[config.mk]
export PLATFORM = sky130hd
export DESIGN_NAME = msi_cache_ctrl
export DESIGN_NICKNAME = d
export VERILOG_FILES = /design/src/rtl/msi_pkg.sv /design/src/rtl/msi_line_store.sv /design/src/rtl/msi_snoop_unit.sv /design/src/rtl/msi_cpu_ctrl.sv /design/src/rtl/msi_cache_ctrl.sv
export SDC_FILE = /design/constraint.sdc
export NUM_CORES = 1
export LEC_CHECK = 0
export BUFFER_PORTS_ARGS = -buffer_cell sky130_fd_sc_hd__buf_2
export CORE_MARGIN = 2
export CORE_UTILIZATION = 48
export DETAILED_ROUTE_END_ITERATION = 10
export PLACE_DENSITY = 0.67
export SYNTH_ARGS = -nofsm -noshare
export SYNTH_HDL_FRONTEND = slang
export SYNTH_HIERARCHICAL = 1
export SYNTH_SLANG_ARGS = --single-unit
[constraint.sdc]
create_clock -name clk -period 8.1 [get_ports clk]
set_input_delay 1.62 -clock clk [delete_from_list [all_inputs] [get_ports clk]]
set_output_delay 1.62 -clock clk [all_outputs]
set_load 0.02 [all_outputs]
[src/rtl/msi_pkg.sv]
package msi_pkg;
  typedef enum logic [1:0] {
    LN_I = 2'd0,
    LN_S = 2'd1,
    LN_M = 2'd2
  } line_st_t;

  typedef enum logic [1:0] {
    OP_NONE   = 2'd0,
    OP_RDMISS = 2'd1,
    OP_WRMISS = 2'd2,
    OP_WB     = 2'd3
  } bus_op_t;

  typedef enum logic [2:0] {
    C_IDLE,
    C_ARB,
    C_WB,
    C_MISS,
    C_WAIT
  } ctl_st_t;
endpackage

[src/rtl/msi_line_store.sv]
module msi_line_store
  import msi_pkg::*;
#(
  parameter int LINES  = 8,
  parameter int TAG_W  = 5,
  parameter int DATA_W = 16,
  localparam int IDX_W = $clog2(LINES)
) (
  input  logic              clk,
  input  logic              rst_n,
  input  logic [IDX_W-1:0]  a_idx,
  output line_st_t          a_st,
  output logic [TAG_W-1:0]  a_tag,
  output logic [DATA_W-1:0] a_dat,
  input  logic [IDX_W-1:0]  b_idx,
  output line_st_t          b_st,
  output logic [TAG_W-1:0]  b_tag,
  output logic [DATA_W-1:0] b_dat,
  input  logic              cw_en,
  input  logic [IDX_W-1:0]  cw_idx,
  input  line_st_t          cw_st,
  input  logic [TAG_W-1:0]  cw_tag,
  input  logic [DATA_W-1:0] cw_dat,
  input  logic              sw_en,
  input  logic [IDX_W-1:0]  sw_idx,
  input  line_st_t          sw_st
);
  logic [LINES*2-1:0]      st_flat;
  logic [LINES*TAG_W-1:0]  tag_flat;
  logic [LINES*DATA_W-1:0] dat_flat;

  for (genvar g = 0; g < LINES; g++) begin : g_line
    line_st_t          st_r;
    logic [TAG_W-1:0]  tag_r;
    logic [DATA_W-1:0] dat_r;
    always_ff @(posedge clk or negedge rst_n) begin
      if (!rst_n) begin
        st_r  <= LN_I;
        tag_r <= '0;
        dat_r <= '0;
      end else if (cw_en && cw_idx == IDX_W'(g)) begin
        st_r  <= cw_st;
        tag_r <= cw_tag;
        dat_r <= cw_dat;
      end else if (sw_en && sw_idx == IDX_W'(g)) begin
        st_r  <= sw_st;
      end
    end
    assign st_flat[g*2 +: 2]          = st_r;
    assign tag_flat[g*TAG_W +: TAG_W]  = tag_r;
    assign dat_flat[g*DATA_W +: DATA_W] = dat_r;
  end

  assign a_st  = line_st_t'(st_flat[a_idx*2 +: 2]);
  assign a_tag = tag_flat[a_idx*TAG_W +: TAG_W];
  assign a_dat = dat_flat[a_idx*DATA_W +: DATA_W];
  assign b_st  = line_st_t'(st_flat[b_idx*2 +: 2]);
  assign b_tag = tag_flat[b_idx*TAG_W +: TAG_W];
  assign b_dat = dat_flat[b_idx*DATA_W +: DATA_W];

  // processor-side and snoop-side updates never collide
  p_port_excl_r11: assert property (@(posedge clk) disable iff (!rst_n)
    !(cw_en && sw_en));
  // a snoop invalidation is visible on the lookup port next cycle
  p_snoop_inval_r6: assert property (@(posedge clk) disable iff (!rst_n)
    (sw_en && sw_st == LN_I) |=> (b_st == LN_I || $past(b_idx) != b_idx));
endmodule

[src/rtl/msi_snoop_unit.sv]
module msi_snoop_unit
  import msi_pkg::*;
#(
  parameter int ADDR_W = 8,
  parameter int IDX_W  = 3,
  parameter int DATA_W = 16,
  localparam int TAG_W = ADDR_W - IDX_W
) (
  input  logic              snp_valid,
  input  logic [1:0]        snp_op,
  input  logic [ADDR_W-1:0] snp_addr,
  output logic [IDX_W-1:0]  ln_idx,
  input  line_st_t          ln_st,
  input  logic [TAG_W-1:0]  ln_tag,
  input  logic [DATA_W-1:0] ln_dat,
  output logic              supply,
  output logic [DATA_W-1:0] supply_dat,
  output logic              upd_en,
  output line_st_t          upd_st
);
  logic match;

  assign ln_idx = snp_addr[IDX_W-1:0];
  assign match  = snp_valid && ln_st != LN_I && ln_tag == snp_addr[ADDR_W-1:IDX_W];

  always_comb begin
    supply = 1'b0;
    upd_en = 1'b0;
    upd_st = ln_st;
    case (bus_op_t'(snp_op))
      OP_RDMISS: if (match && ln_st == LN_M) begin
        supply = 1'b1;
        upd_en = 1'b1;
        upd_st = LN_S;
      end
      OP_WRMISS: if (match) begin
        supply = (ln_st == LN_M);
        upd_en = 1'b1;
        upd_st = LN_I;
      end
      default: ;
    endcase
  end

  assign supply_dat = supply ? ln_dat : '0;
endmodule

[src/rtl/msi_cpu_ctrl.sv]
module msi_cpu_ctrl
  import msi_pkg::*;
#(
  parameter int ADDR_W = 8,
  parameter int IDX_W  = 3,
  parameter int DATA_W = 16,
  localparam int TAG_W = ADDR_W - IDX_W
) (
  input  logic              clk,
  input  logic              rst_n,
  input  logic              cpu_req_valid,
  output logic              cpu_req_ready,
  input  logic              cpu_req_write,
  input  logic [ADDR_W-1:0] cpu_req_addr,
  input  logic [DATA_W-1:0] cpu_req_wdata,
  output logic              cpu_rsp_valid,
  output logic [DATA_W-1:0] cpu_rsp_rdata,
  input  logic              snp_valid,
  output logic              bus_req,
  input  logic              bus_gnt,
  output logic              bus_out_valid,
  output logic [1:0]        bus_out_op,
  output logic [ADDR_W-1:0] bus_out_addr,
  output logic [DATA_W-1:0] bus_out_data,
  input  logic              bus_rsp_valid,
  input  logic [DATA_W-1:0] bus_rsp_data,
  output logic [IDX_W-1:0]  lk_idx,
  input  line_st_t          lk_st,
  input  logic [TAG_W-1:0]  lk_tag,
  input  logic [DATA_W-1:0] lk_dat,
  output logic              wr_en,
  output line_st_t          wr_st,
  output logic [TAG_W-1:0]  wr_tag,
  output logic [DATA_W-1:0] wr_dat
);
  ctl_st_t           st_q, st_d;
  logic [ADDR_W-1:0] addr_q;
  logic              wr_q;
  logic [DATA_W-1:0] wdata_q;
  logic              rsp_q, rsp_set;
  logic [DATA_W-1:0] rsp_dat_q, rsp_dat;
  logic              fire, hit;
  logic [TAG_W-1:0]  req_tag, q_tag;

  assign cpu_req_ready = (st_q == C_IDLE) && !snp_valid;
  assign fire    = cpu_req_valid && cpu_req_ready;
  assign req_tag = cpu_req_addr[ADDR_W-1:IDX_W];
  assign q_tag   = addr_q[ADDR_W-1:IDX_W];
  assign lk_idx  = (st_q == C_IDLE) ? cpu_req_addr[IDX_W-1:0] : addr_q[IDX_W-1:0];
  assign hit     = lk_st != LN_I && lk_tag == req_tag && (!cpu_req_write || lk_st == LN_M);
  assign bus_req = (st_q != C_IDLE);

  always_comb begin
    st_d          = st_q;
    wr_en         = 1'b0;
    wr_st         = lk_st;
    wr_tag        = lk_tag;
    wr_dat        = lk_dat;
    bus_out_valid = 1'b0;
    bus_out_op    = OP_NONE;
    bus_out_addr  = '0;
    bus_out_data  = '0;
    rsp_set       = 1'b0;
    rsp_dat       = '0;
    case (st_q)
      C_IDLE: if (fire) begin
        if (hit) begin
          rsp_set = 1'b1;
          rsp_dat = cpu_req_write ? cpu_req_wdata : lk_dat;
          if (cpu_req_write) begin
            wr_en  = 1'b1;
            wr_st  = LN_M;
            wr_dat = cpu_req_wdata;
          end
        end else begin
          st_d = C_ARB;
        end
      end
      C_ARB: if (bus_gnt) begin
        st_d = (lk_st == LN_M && lk_tag != q_tag) ? C_WB : C_MISS;
      end
      C_WB: begin
        bus_out_valid = 1'b1;
        bus_out_op    = OP_WB;
        bus_out_addr  = {lk_tag, addr_q[IDX_W-1:0]};
        bus_out_data  = lk_dat;
        wr_en         = 1'b1;
        wr_st         = LN_I;
        st_d          = C_MISS;
      end
      C_MISS: begin
        bus_out_valid = 1'b1;
        bus_out_op    = wr_q ? OP_WRMISS : OP_RDMISS;
        bus_out_addr  = addr_q;
        bus_out_data  = wr_q ? wdata_q : '0;
        st_d          = C_WAIT;
      end
      C_WAIT: if (bus_rsp_valid) begin
        wr_en   = 1'b1;
        wr_tag  = q_tag;
        wr_st   = wr_q ? LN_M : LN_S;
        wr_dat  = wr_q ? wdata_q : bus_rsp_data;
        rsp_set = 1'b1;
        rsp_dat = wr_q ? wdata_q : bus_rsp_data;
        st_d    = C_IDLE;
      end
      default: st_d = C_IDLE;
    endcase
  end

  always_ff @(posedge clk or negedge rst_n) begin
    if (!rst_n) begin
      st_q      <= C_IDLE;
      addr_q    <= '0;
      wr_q      <= 1'b0;
      wdata_q   <= '0;
      rsp_q     <= 1'b0;
      rsp_dat_q <= '0;
    end else begin
      st_q  <= st_d;
      rsp_q <= rsp_set;
      if (rsp_set) rsp_dat_q <= rsp_dat;
      if (fire) begin
        addr_q  <= cpu_req_addr;
        wr_q    <= cpu_req_write;
        wdata_q <= cpu_req_wdata;
      end
    end
  end

  assign cpu_rsp_valid = rsp_q;
  assign cpu_rsp_rdata = rsp_dat_q;

  // a watched transaction always blocks new processor requests
  p_ready_snoop_r11: assert property (@(posedge clk) disable iff (!rst_n)
    snp_valid |-> !cpu_req_ready);
  // after placing a miss the bus is still held while the fill is awaited
  p_req_hold_r10: assert property (@(posedge clk) disable iff (!rst_n)
    (bus_out_valid && bus_out_op != OP_WB) |=> bus_req);
endmodule

[src/rtl/msi_cache_ctrl.sv]
module msi_cache_ctrl
  import msi_pkg::*;
#(
  parameter int LINES  = 8,
  parameter int ADDR_W = 8,
  parameter int DATA_W = 16
) (
  input  logic              clk,
  input  logic              rst_n,
  input  logic              cpu_req_valid,
  output logic              cpu_req_ready,
  input  logic              cpu_req_write,
  input  logic [ADDR_W-1:0] cpu_req_addr,
  input  logic [DATA_W-1:0] cpu_req_wdata,
  output logic              cpu_rsp_valid,
  output logic [DATA_W-1:0] cpu_rsp_rdata,
  output logic              bus_req,
  input  logic              bus_gnt,
  output logic              bus_out_valid,
  output logic [1:0]        bus_out_op,
  output logic [ADDR_W-1:0] bus_out_addr,
  output logic [DATA_W-1:0] bus_out_data,
  input  logic              bus_rsp_valid,
  input  logic [DATA_W-1:0] bus_rsp_data,
  input  logic              snp_valid,
  input  logic [1:0]        snp_op,
  input  logic [ADDR_W-1:0] snp_addr,
  output logic              snp_supply,
  output logic [DATA_W-1:0] snp_data
);
  localparam int IDX_W = $clog2(LINES);
  localparam int TAG_W = ADDR_W - IDX_W;

  logic [IDX_W-1:0]  lk_idx, sn_idx;
  line_st_t          lk_st, sn_st, wr_st, upd_st;
  logic [TAG_W-1:0]  lk_tag, sn_tag, wr_tag;
  logic [DATA_W-1:0] lk_dat, sn_dat, wr_dat;
  logic              wr_en, upd_en;

  msi_line_store #(.LINES(LINES), .TAG_W(TAG_W), .DATA_W(DATA_W)) u_store (
    .clk(clk), .rst_n(rst_n),
    .a_idx(lk_idx), .a_st(lk_st), .a_tag(lk_tag), .a_dat(lk_dat),
    .b_idx(sn_idx), .b_st(sn_st), .b_tag(sn_tag), .b_dat(sn_dat),
    .cw_en(wr_en), .cw_idx(lk_idx), .cw_st(wr_st), .cw_tag(wr_tag), .cw_dat(wr_dat),
    .sw_en(upd_en), .sw_idx(sn_idx), .sw_st(upd_st)
  );

  msi_snoop_unit #(.ADDR_W(ADDR_W), .IDX_W(IDX_W), .DATA_W(DATA_W)) u_snoop (
    .snp_valid(snp_valid), .snp_op(snp_op), .snp_addr(snp_addr),
    .ln_idx(sn_idx), .ln_st(sn_st), .ln_tag(sn_tag), .ln_dat(sn_dat),
    .supply(snp_supply), .supply_dat(snp_data),
    .upd_en(upd_en), .upd_st(upd_st)
  );

  msi_cpu_ctrl #(.ADDR_W(ADDR_W), .IDX_W(IDX_W), .DATA_W(DATA_W)) u_ctrl (
    .clk(clk), .rst_n(rst_n),
    .cpu_req_valid(cpu_req_valid), .cpu_req_ready(cpu_req_ready),
    .cpu_req_write(cpu_req_write), .cpu_req_addr(cpu_req_addr),
    .cpu_req_wdata(cpu_req_wdata),
    .cpu_rsp_valid(cpu_rsp_valid), .cpu_rsp_rdata(cpu_rsp_rdata),
    .snp_valid(snp_valid),
    .bus_req(bus_req), .bus_gnt(bus_gnt),
    .bus_out_valid(bus_out_valid), .bus_out_op(bus_out_op),
    .bus_out_addr(bus_out_addr), .bus_out_data(bus_out_data),
    .bus_rsp_valid(bus_rsp_valid), .bus_rsp_data(bus_rsp_data),
    .lk_idx(lk_idx), .lk_st(lk_st), .lk_tag(lk_tag), .lk_dat(lk_dat),
    .wr_en(wr_en), .wr_st(wr_st), .wr_tag(wr_tag), .wr_dat(wr_dat)
  );

  // transactions only under a held grant
  p_out_owned_r10: assert property (@(posedge clk) disable iff (!rst_n)
    bus_out_valid |-> (bus_gnt && bus_req));
  // input rule, no peer transaction while this cache owns the bus
  p_no_snoop_owned_r10: assert property (@(posedge clk) disable iff (!rst_n)
    !(snp_valid && bus_gnt));
  // a writeback is always followed at once by the miss
  p_wb_then_miss_r4: assert property (@(posedge clk) disable iff (!rst_n)
    (bus_out_valid && bus_out_op == OP_WB) |=> (bus_out_valid && bus_out_op != OP_WB));
  // supplying only answers a watched miss
  p_supply_valid_r7: assert property (@(posedge clk) disable iff (!rst_n)
    snp_supply |-> (snp_valid && snp_op != OP_WB && snp_op != OP_NONE));
endmodule

==> results.yml, run 1 <==
yosys:
  synth_compound_area_share_pct: 5.19
  synth.area.mux_share_pct: 41.9
  synth_seq_cells: 229
  netlist_area_mm2: 0.0135
  yosysTopAreaCellShare_pct: 42.4
  synth_cell_types: 54
  synth-xor-area-share_pct: 0.973
  yosysTopAreaCell: "dfrtp_1"
  synthSimpleGateAreaFrac_pct: 5.38
  synth-main-ff-cell: "dfrtp_1"
  synth_cells: 923
  netlist_top_cells_area: "dfrtp_1 (42%), mux2_2 (22%), mux4_1 (14%)"
  synth-edff-count: 0
  synth.avg_cell_area_um2: 14.6
  ys_seq_area_share_pct: 42.4
  ys_warn_count: 6
  synth_adder_area_share_pct: 0.185
  async_reset_ff_share_pct: 100
  synth_top_family_by_area: "multiplexers"
  syn_nets: 982
clock_tree:
  cts_tree: "yes"
  post_cts_resized: 0
  clock-sinks: 229
  cts.path.max_buffers: 3
  post_cts_buffers: 0
  cts-root-buf: "clkbuf_16"
  clk_pin_slew_worst_paths_ns: 0.06
  h-tree-depth: 1
  postCtsHoldBufs: 0
  numCtsBuffers: 25
  worstSkewPairLatency_ns: 0.53
placed_design:
  hpwl_um: 21800
  io_buffer_count: 119
  place_area_mm2: 0.0143
  gp_congestion: 0.787
setup_path:
  rrSetupSlack_ns: 2.16
  path_buf_inv: 3
  cp_max_fo: 34
  crit_chain: "buf_2 > buf_4 > mux4_1 > mux2_2 > nor2b_2 > o21ai_1 > and4bb_4 > and2_2 > buf_2"
  critical_path_class: "primary input to output pin"
  crit_slowest_cell: "buf_2"
  cp_common_cell: "buf_2"
  endpoint_kind: "output pin"
  critPathTopFamily: "buffers and inverters"
  crit_required_ns: 6.48
  cpPeakStageDelay_ns: 0.78
  cp.arrival_ns: 4.98
  crit_path_start_kind: "primary input"
power_and_ir_drop:
  swShare_pct: 37.3
  seqPwrFrac_pct: 35.5
  switchingPower_mw: 1.95
  p_int_mw: 3.27
  combPwrFrac_pct: 43.6
  pwr-share-clk_pct: 20.9
  ir_drop_v: 0.000211
  p_leak_nw: 7.52
  p_per_area_mw_per_mm2: 346
timing:
  finalSetupTns_ns: 0
  tightest_slew_ns: 1.09
  skew_ns: 0.0138
  hold_viol_final: 0
  fmaxAchievable_mhz: 152
  min_period_ns: 6.60
  hold_ws_ns: 0.511
  rsz0062_at_grt: "no"
  finalSetupViolations: 0
  final_max_slew_viol_count: 0
  min_period_over_period_pct: 81.5
  slew-limit-headroom_pct: 26.8
hold_path:
  min_path_type: "register to register"
die:
  die_h_um: 172
  die-area_mm2: 0.0295
  die_w_um: 172
  initial_core_util_pct: 48.7
  core-area_mm2: 0.0277
  pin_count: 120
  num_rows: 61
final_layout:
  fin_nets: 1070
  n_antenna_cell: 0
  drive_gt1_share_pct: 47.7
  design_area_mm2: 0.0150
  final_util_pct: 54.3
  final.fill_count: 2260
  areaGrowthSynthToFinish_pct: 11.5
routing:
  detail-route-antenna-nets: 0
  drt_iter0_drc: 638
  drc: 0
  vias: 8849
  via_per_inst: 6.30
  drt_wl_total_um: 34000
  routedWlPerCell_um: 24.2
  first_pass_iters: 5
run:
  maxCapViolations: 0
global_routing:
  busiest_layer: "met2"
  grt_max_degree: 137
  grt_pass1_vias: 8789
  grtUsageMet1_pct: 34.6
  grt_util_met2_pct: 36.7
  grt.overflow.total: 0
  antenna_found_initial: 1
  globalRouteMet3Util_pct: 2.99
  grt_usage_pct: 23.2
  grt_pass1_wl_um: 52400
status:
  outcome: "complete, no violations"
-- power by group through the flow --
stage | sequential [mW] | clock (mW) | combinational [mW]
after floorplan | 1.79 | 0 | 1.71
final | 1.85 | 1.09 | 2.27
after detailed placement | 1.86 | 0 | 2.26
after global placement | 1.84 | 0 | 2.24
after CTS | 1.85 | 1.11 | 2.27
after global routing | 1.91 | 1.15 | 2.42
-- Yosys cell counts (all sizes together), types with 2 or more instances --
master and count:
a21o 2, a21oi 15, a221o 32, a22o 16
a32oi 2, and2 20, and4bb 4, buf 64
clkbuf 13, dfrtp 229, ha 2, inv 8
mux2 260, mux2i 38, mux4 92, nand2 21
nand3 2, nand3b 3, nand4 4, nand4b 6
nor2 34, nor2b 3, nor3 4, nor4b 2
nor4bb 3, o21ai 16, or3 2, or3b 2
xnor2 10, xor2 5
-- registers in the layout, indices dropped and copies added, names as in the netlist --
signal,flops
u_ctrl/addr_q,8
u_ctrl/cpu_rsp_rdata,16
u_ctrl/cpu_rsp_valid,1
u_ctrl/st_q,3
u_ctrl/wdata_q,16
u_ctrl/wr_q,1
u_store/g_line.dat_r,128
u_store/g_line.st_r,16
u_store/g_line.tag_r,40
-- area by class of cell --
type	instances	area [um^2]	area share [%]
clock buffers	38	734	4.88
clock inverters	5	32.5	0.216
inverters	8	30.0	0.200
multi-input cells	609	7300	48.5
flip-flops and latches	229	5730	38.1
well taps	378	473	3.14
repair buffers	138	748	4.97
-- path summary, 6_finish.rpt --
check / startpoint / endpoint / cells after the start
max in group asynchronous: rst_n / u_store/g_line[0].dat_r[0] / 2
hold reg to reg: u_store/g_line[0].dat_r[14] / u_store/g_line[0].dat_r[14] / 1
min in group asynchronous: rst_n / u_store/g_line[5].tag_r[3] / 1
setup reg to reg: u_ctrl/st_q[0] / u_store/g_line[1].dat_r[8] / 12
hold / removal: u_store/g_line[0].dat_r[14] / u_store/g_line[0].dat_r[14] / 1
setup / recovery: snp_addr[0] / snp_data[13] / 9
-- worst reg2reg max path: cells and delay by family (launching register included) --
kind / cells / cell delay (ns)
buffers and inverters: 1 / 0.39
XOR/XNOR: 1 / 0.25
multiplexers: 3 / 1.41
flip-flops: 1 / 0.65
AND/OR/NAND/NOR: 6 / 2.71
AO/OA/AOI/OAI: 1 / 0.41
-- cells in the final DEF (no fill, tap or decap), drive strengths merged --
cell type / count
o21ai: 16
mux4: 92
mux2i: 38
o31a: 1
mux2: 260
nor3b: 1
nand2b: 1
buf: 138
a21o: 2
clkbuf: 38
nor4bb: 3
nor3: 4
xor2: 5
nor2: 34
a22oi: 1
or3b: 2
o31ai: 1
or3: 2
dfrtp: 229
nor2b: 3
a22o: 16
o211a: 1
ha: 2
clkinv: 3
and4bb: 4
nand4: 4
nand3b: 3
nor4b: 2
xnor2: 10
nand4b: 6
a32oi: 2
nand3: 2
nor4: 1
and3: 1
nand2: 21
a221o: 32
a32o: 1
inv: 10
a21oi: 15
and2: 20
-- per-stage QoR --
step                setup slack [ns]  power, mW  std cells
floorplan                       2.72       3.50        923
global placement                1.53       4.08       1362
detailed placement              1.47       4.12       1362
CTS                             1.47       5.22       1405
global route                    1.32       5.48       1405
finish                          1.50       5.21       1405
-- logic make-up after synthesis --
| logic type | Yosys count |
|---|---|
| adder cells (fa/ha/maj) | 2 |
| AO/OA/AOI/OAI | 88 |
| AND/OR/NAND/NOR | 114 |
| flip-flops | 229 |
| buffers and inverters | 85 |
| multiplexers | 390 |
| XOR/XNOR | 15 |
-- routing by layer --
layer / part of all wire [%] / routed length [um]
met1: 46 / 15800
met3: 6.3 / 2140
met2: 46 / 15600
met5: 0 / 0
met4: 1.4 / 483
Power figures use the tool's default switching activity.
==> run 2, diff against run 1 <==
--- a/config.mk
+++ b/config.mk
@@ -5,11 +5,12 @@
 export SDC_FILE = /design/constraint.sdc
 export NUM_CORES = 1
 export LEC_CHECK = 0
+export ABC_AREA = 1
 export BUFFER_PORTS_ARGS = -buffer_cell sky130_fd_sc_hd__buf_2
 export CORE_MARGIN = 2
 export CORE_UTILIZATION = 48
 export DETAILED_ROUTE_END_ITERATION = 10
-export PLACE_DENSITY = 0.67
+export PLACE_DENSITY = 0.69
 export SYNTH_ARGS = -nofsm -noshare
 export SYNTH_HDL_FRONTEND = slang
 export SYNTH_HIERARCHICAL = 1
==> constraint.sdc (replaced) <==
create_clock -name clk -period 5.9 [get_ports clk]
set_input_delay 1.18 -clock clk [delete_from_list [all_inputs] [get_ports clk]]
set_output_delay 1.18 -clock clk [all_outputs]
set_load 0.02 [all_outputs]
==> run 2 against run 1 <==
  * Critical path depth is 6 higher
  * Wire length is 29% higher
  * Clock power is 51% higher
  * Critical path type is now register to output pin
  * Largest power group unchanged
==> results.yml, run 2 <==
setup_path:
  endpoint_kind: "output pin"
  critPathTopFamily: "buffers and inverters"
  crit_slowest_cell: "buf_4"
  crit_path_start_kind: "register"
  crit_chain: "nor2_2 > nand2_2 > inv_1 > nand2_1 > o21ai_4 > buf_4 > buf_4 > nand2_1 > nand3_1 > nand2_1 > nand2_1 > nand2_1 > inv_1 > o22ai_1 > buf_2"
  path_buf_inv: 5
  cp.arrival_ns: 4.04
  critical_path_class: "register to output pin"
  cpPeakStageDelay_ns: 0.60
  crit_required_ns: 4.72
  cp_common_cell: "nand2_1"
  cp_max_fo: 57
run:
  maxCapViolations: 0
placed_design:
  place_area_mm2: 0.0155
  io_buffer_count: 119
  hpwl_um: 27900
  gp_congestion: 0.878
final_layout:
  final_util_pct: 53.6
  top_regs: "u_store/g_line.dat_r (128), u_store/g_line.tag_r (40)"
  largest_reg_flops: 128
  fin_nets: 2435
  final_cell_mix: "nand2_1 (1067), inv_1 (303), nand3_1 (288)"
  regMostFlops: "u_store/g_line.dat_r"
  drive_gt1_share_pct: 10.6
  final_common_cell: "nand2_1"
  areaGrowthSynthToFinish_pct: 10.5
  design_area_mm2: 0.0164
  n_antenna_cell: 0
timing:
  final_max_slew_viol_count: 0
  min_period_over_period_pct: 88.5
  fmaxAchievable_mhz: 192
  hold_ws_ns: 0.471
  slew-limit-headroom_pct: 22.0
  hold_viol_final: 0
  finalSetupTns_ns: 0
  min_period_ns: 5.22
  finalSetupViolations: 0
  skew_ns: 0.0352
  tightest_slew_ns: 1.17
  rsz0062_at_grt: "no"
clock_tree:
  worstSkewPairLatency_ns: 0.58
  post_cts_resized: 0
  clock-sinks: 229
  numCtsBuffers: 28
  cts-root-buf: "clkbuf_16"
  cts.path.max_buffers: 3
  clk_pin_slew_worst_paths_ns: 0.06
  postCtsHoldBufs: 0
  post_cts_buffers: 0
  h-tree-depth: 1
  cts_tree: "yes"
yosys:
  syn_nets: 2389
  synth_cells: 2330
  netlist_area_mm2: 0.0148
  synth-main-ff-cell: "dfrtp_1"
  async_reset_ff_share_pct: 100
  yosysTopAreaCellShare_pct: 38.7
  netlist_top_cells_area: "dfrtp_1 (39%), nand2_1 (27%), nand3_1 (9.7%)"
  synth_cell_types: 33
  yosysTopAreaCell: "dfrtp_1"
  synth.avg_cell_area_um2: 6.35
  ys_seq_area_share_pct: 38.7
  synth_seq_cells: 229
  synth_top_cells_by_count: "nand2_1 (1069), inv_1 (305), nand3_1 (288), dfrtp_1 (229), o21ai_1 (144)"
  synth_most_common_cell: "nand2_1"
  ys_warn_count: 6
  synth-edff-count: 0
die:
  num_rows: 64
  die_h_um: 180
  die_w_um: 180
  initial_core_util_pct: 48.5
  die-area_mm2: 0.0323
  core-area_mm2: 0.0305
  pin_count: 120
routing:
  drt_iter0_drc: 1324
  first_pass_iters: 6
  detail-route-antenna-nets: 0
  drc: 0
  drt_wl_total_um: 43800
  vias: 14698
  via_per_inst: 5.27
  routedWlPerCell_um: 15.7
global_routing:
  grt_max_degree: 120
  antenna_found_initial: 0
  grt_usage_pct: 27.0
  grt_pass1_vias: 14013
  grt.overflow.total: 0
  grt_pass1_wl_um: 72100
power_and_ir_drop:
  ir_drop_v: 0.000375
  p_leak_nw: 9.19
  total_power_mw: 10.1
  p_per_area_mw_per_mm2: 618
hold_path:
  min_path_type: "register to register"
status:
  outcome: "complete, no violations"
## run 2: path summary, 6_finish.rpt
check / from / end / slack [ns] / cells past startpoint
worst min register to register: u_ctrl/wdata_q[8] / u_ctrl/wdata_q[8] / 0.47 / 2
min in group asynchronous: rst_n / u_store/g_line[0].tag_r[4] / 0.74 / 1
max in group asynchronous: rst_n / u_ctrl/wdata_q[1] / 4.15 / 2
worst max-delay path: u_ctrl/st_q[0] / bus_out_data[9] / 0.68 / 15
worst min-delay path: u_ctrl/wdata_q[8] / u_ctrl/wdata_q[8] / 0.47 / 2
worst max register to register: u_ctrl/st_q[0] / u_store/g_line[2].dat_r[3] / 1.12 / 25
## run 2: metrics by stage
| stage | setup WS, ns | instances |
|---|---|---|
| after floorplan | 1.56 | 2330 |
| after global placement | 0.881 | 2742 |
| after detailed placement | 0.820 | 2742 |
| after CTS | 0.725 | 2788 |
| after global routing | 0.422 | 2788 |
| final | 0.679 | 2788 |
## run 2: logic make-up (layout without fill, tap and decap cells)
kind of cell / Yosys count / count (layout) / share of synthesized area [%]
adder cells (fa/ha/maj): 2 / 2 / 0.169
AND/OR/NAND/NOR: 1416 / 1416 / 39.4
XOR/XNOR: 1 / 1 / 0.0592
flip-flops: 229 / 229 / 38.7
buffers and inverters: 447 / 509 / 12.9
AO/OA/AOI/OAI: 235 / 235 / 8.80
## run 2: power by group
part / internal [mW] / switching (mW)
logic: 1.62 / 4.24
clock network: 0.967 / 0.681
registers: 2.25 / 0.357
## run 2: layout make-up
type / count / area (um^2)
multi-input combinational: 1654 / 7200
clock inverter: 4 / 48.8
inverter: 315 / 1180
timing repair buffer: 148 / 873
clock buffer: 42 / 833
tap: 396 / 495
sequential: 229 / 5730
fill: 2963 / 14100
## run 2: routing by layer
layer	track usage [%]	up-vias	routed length, um
li1	-	7255	-
met1	37.5	6734	19300
met3	4.64	77	3920
met2	43.8	632	19500
met5	0	-	0
met4	7.41	0	1040
## run 2: worst reg2reg max path, delay by kind of cell, from the launching register on
family / cells / cell delay, ns
flip-flops: 1 / 0.44
AO/OA/AOI/OAI: 3 / 0.32
AND/OR/NAND/NOR: 15 / 2.16
buffers and inverters: 7 / 1.69
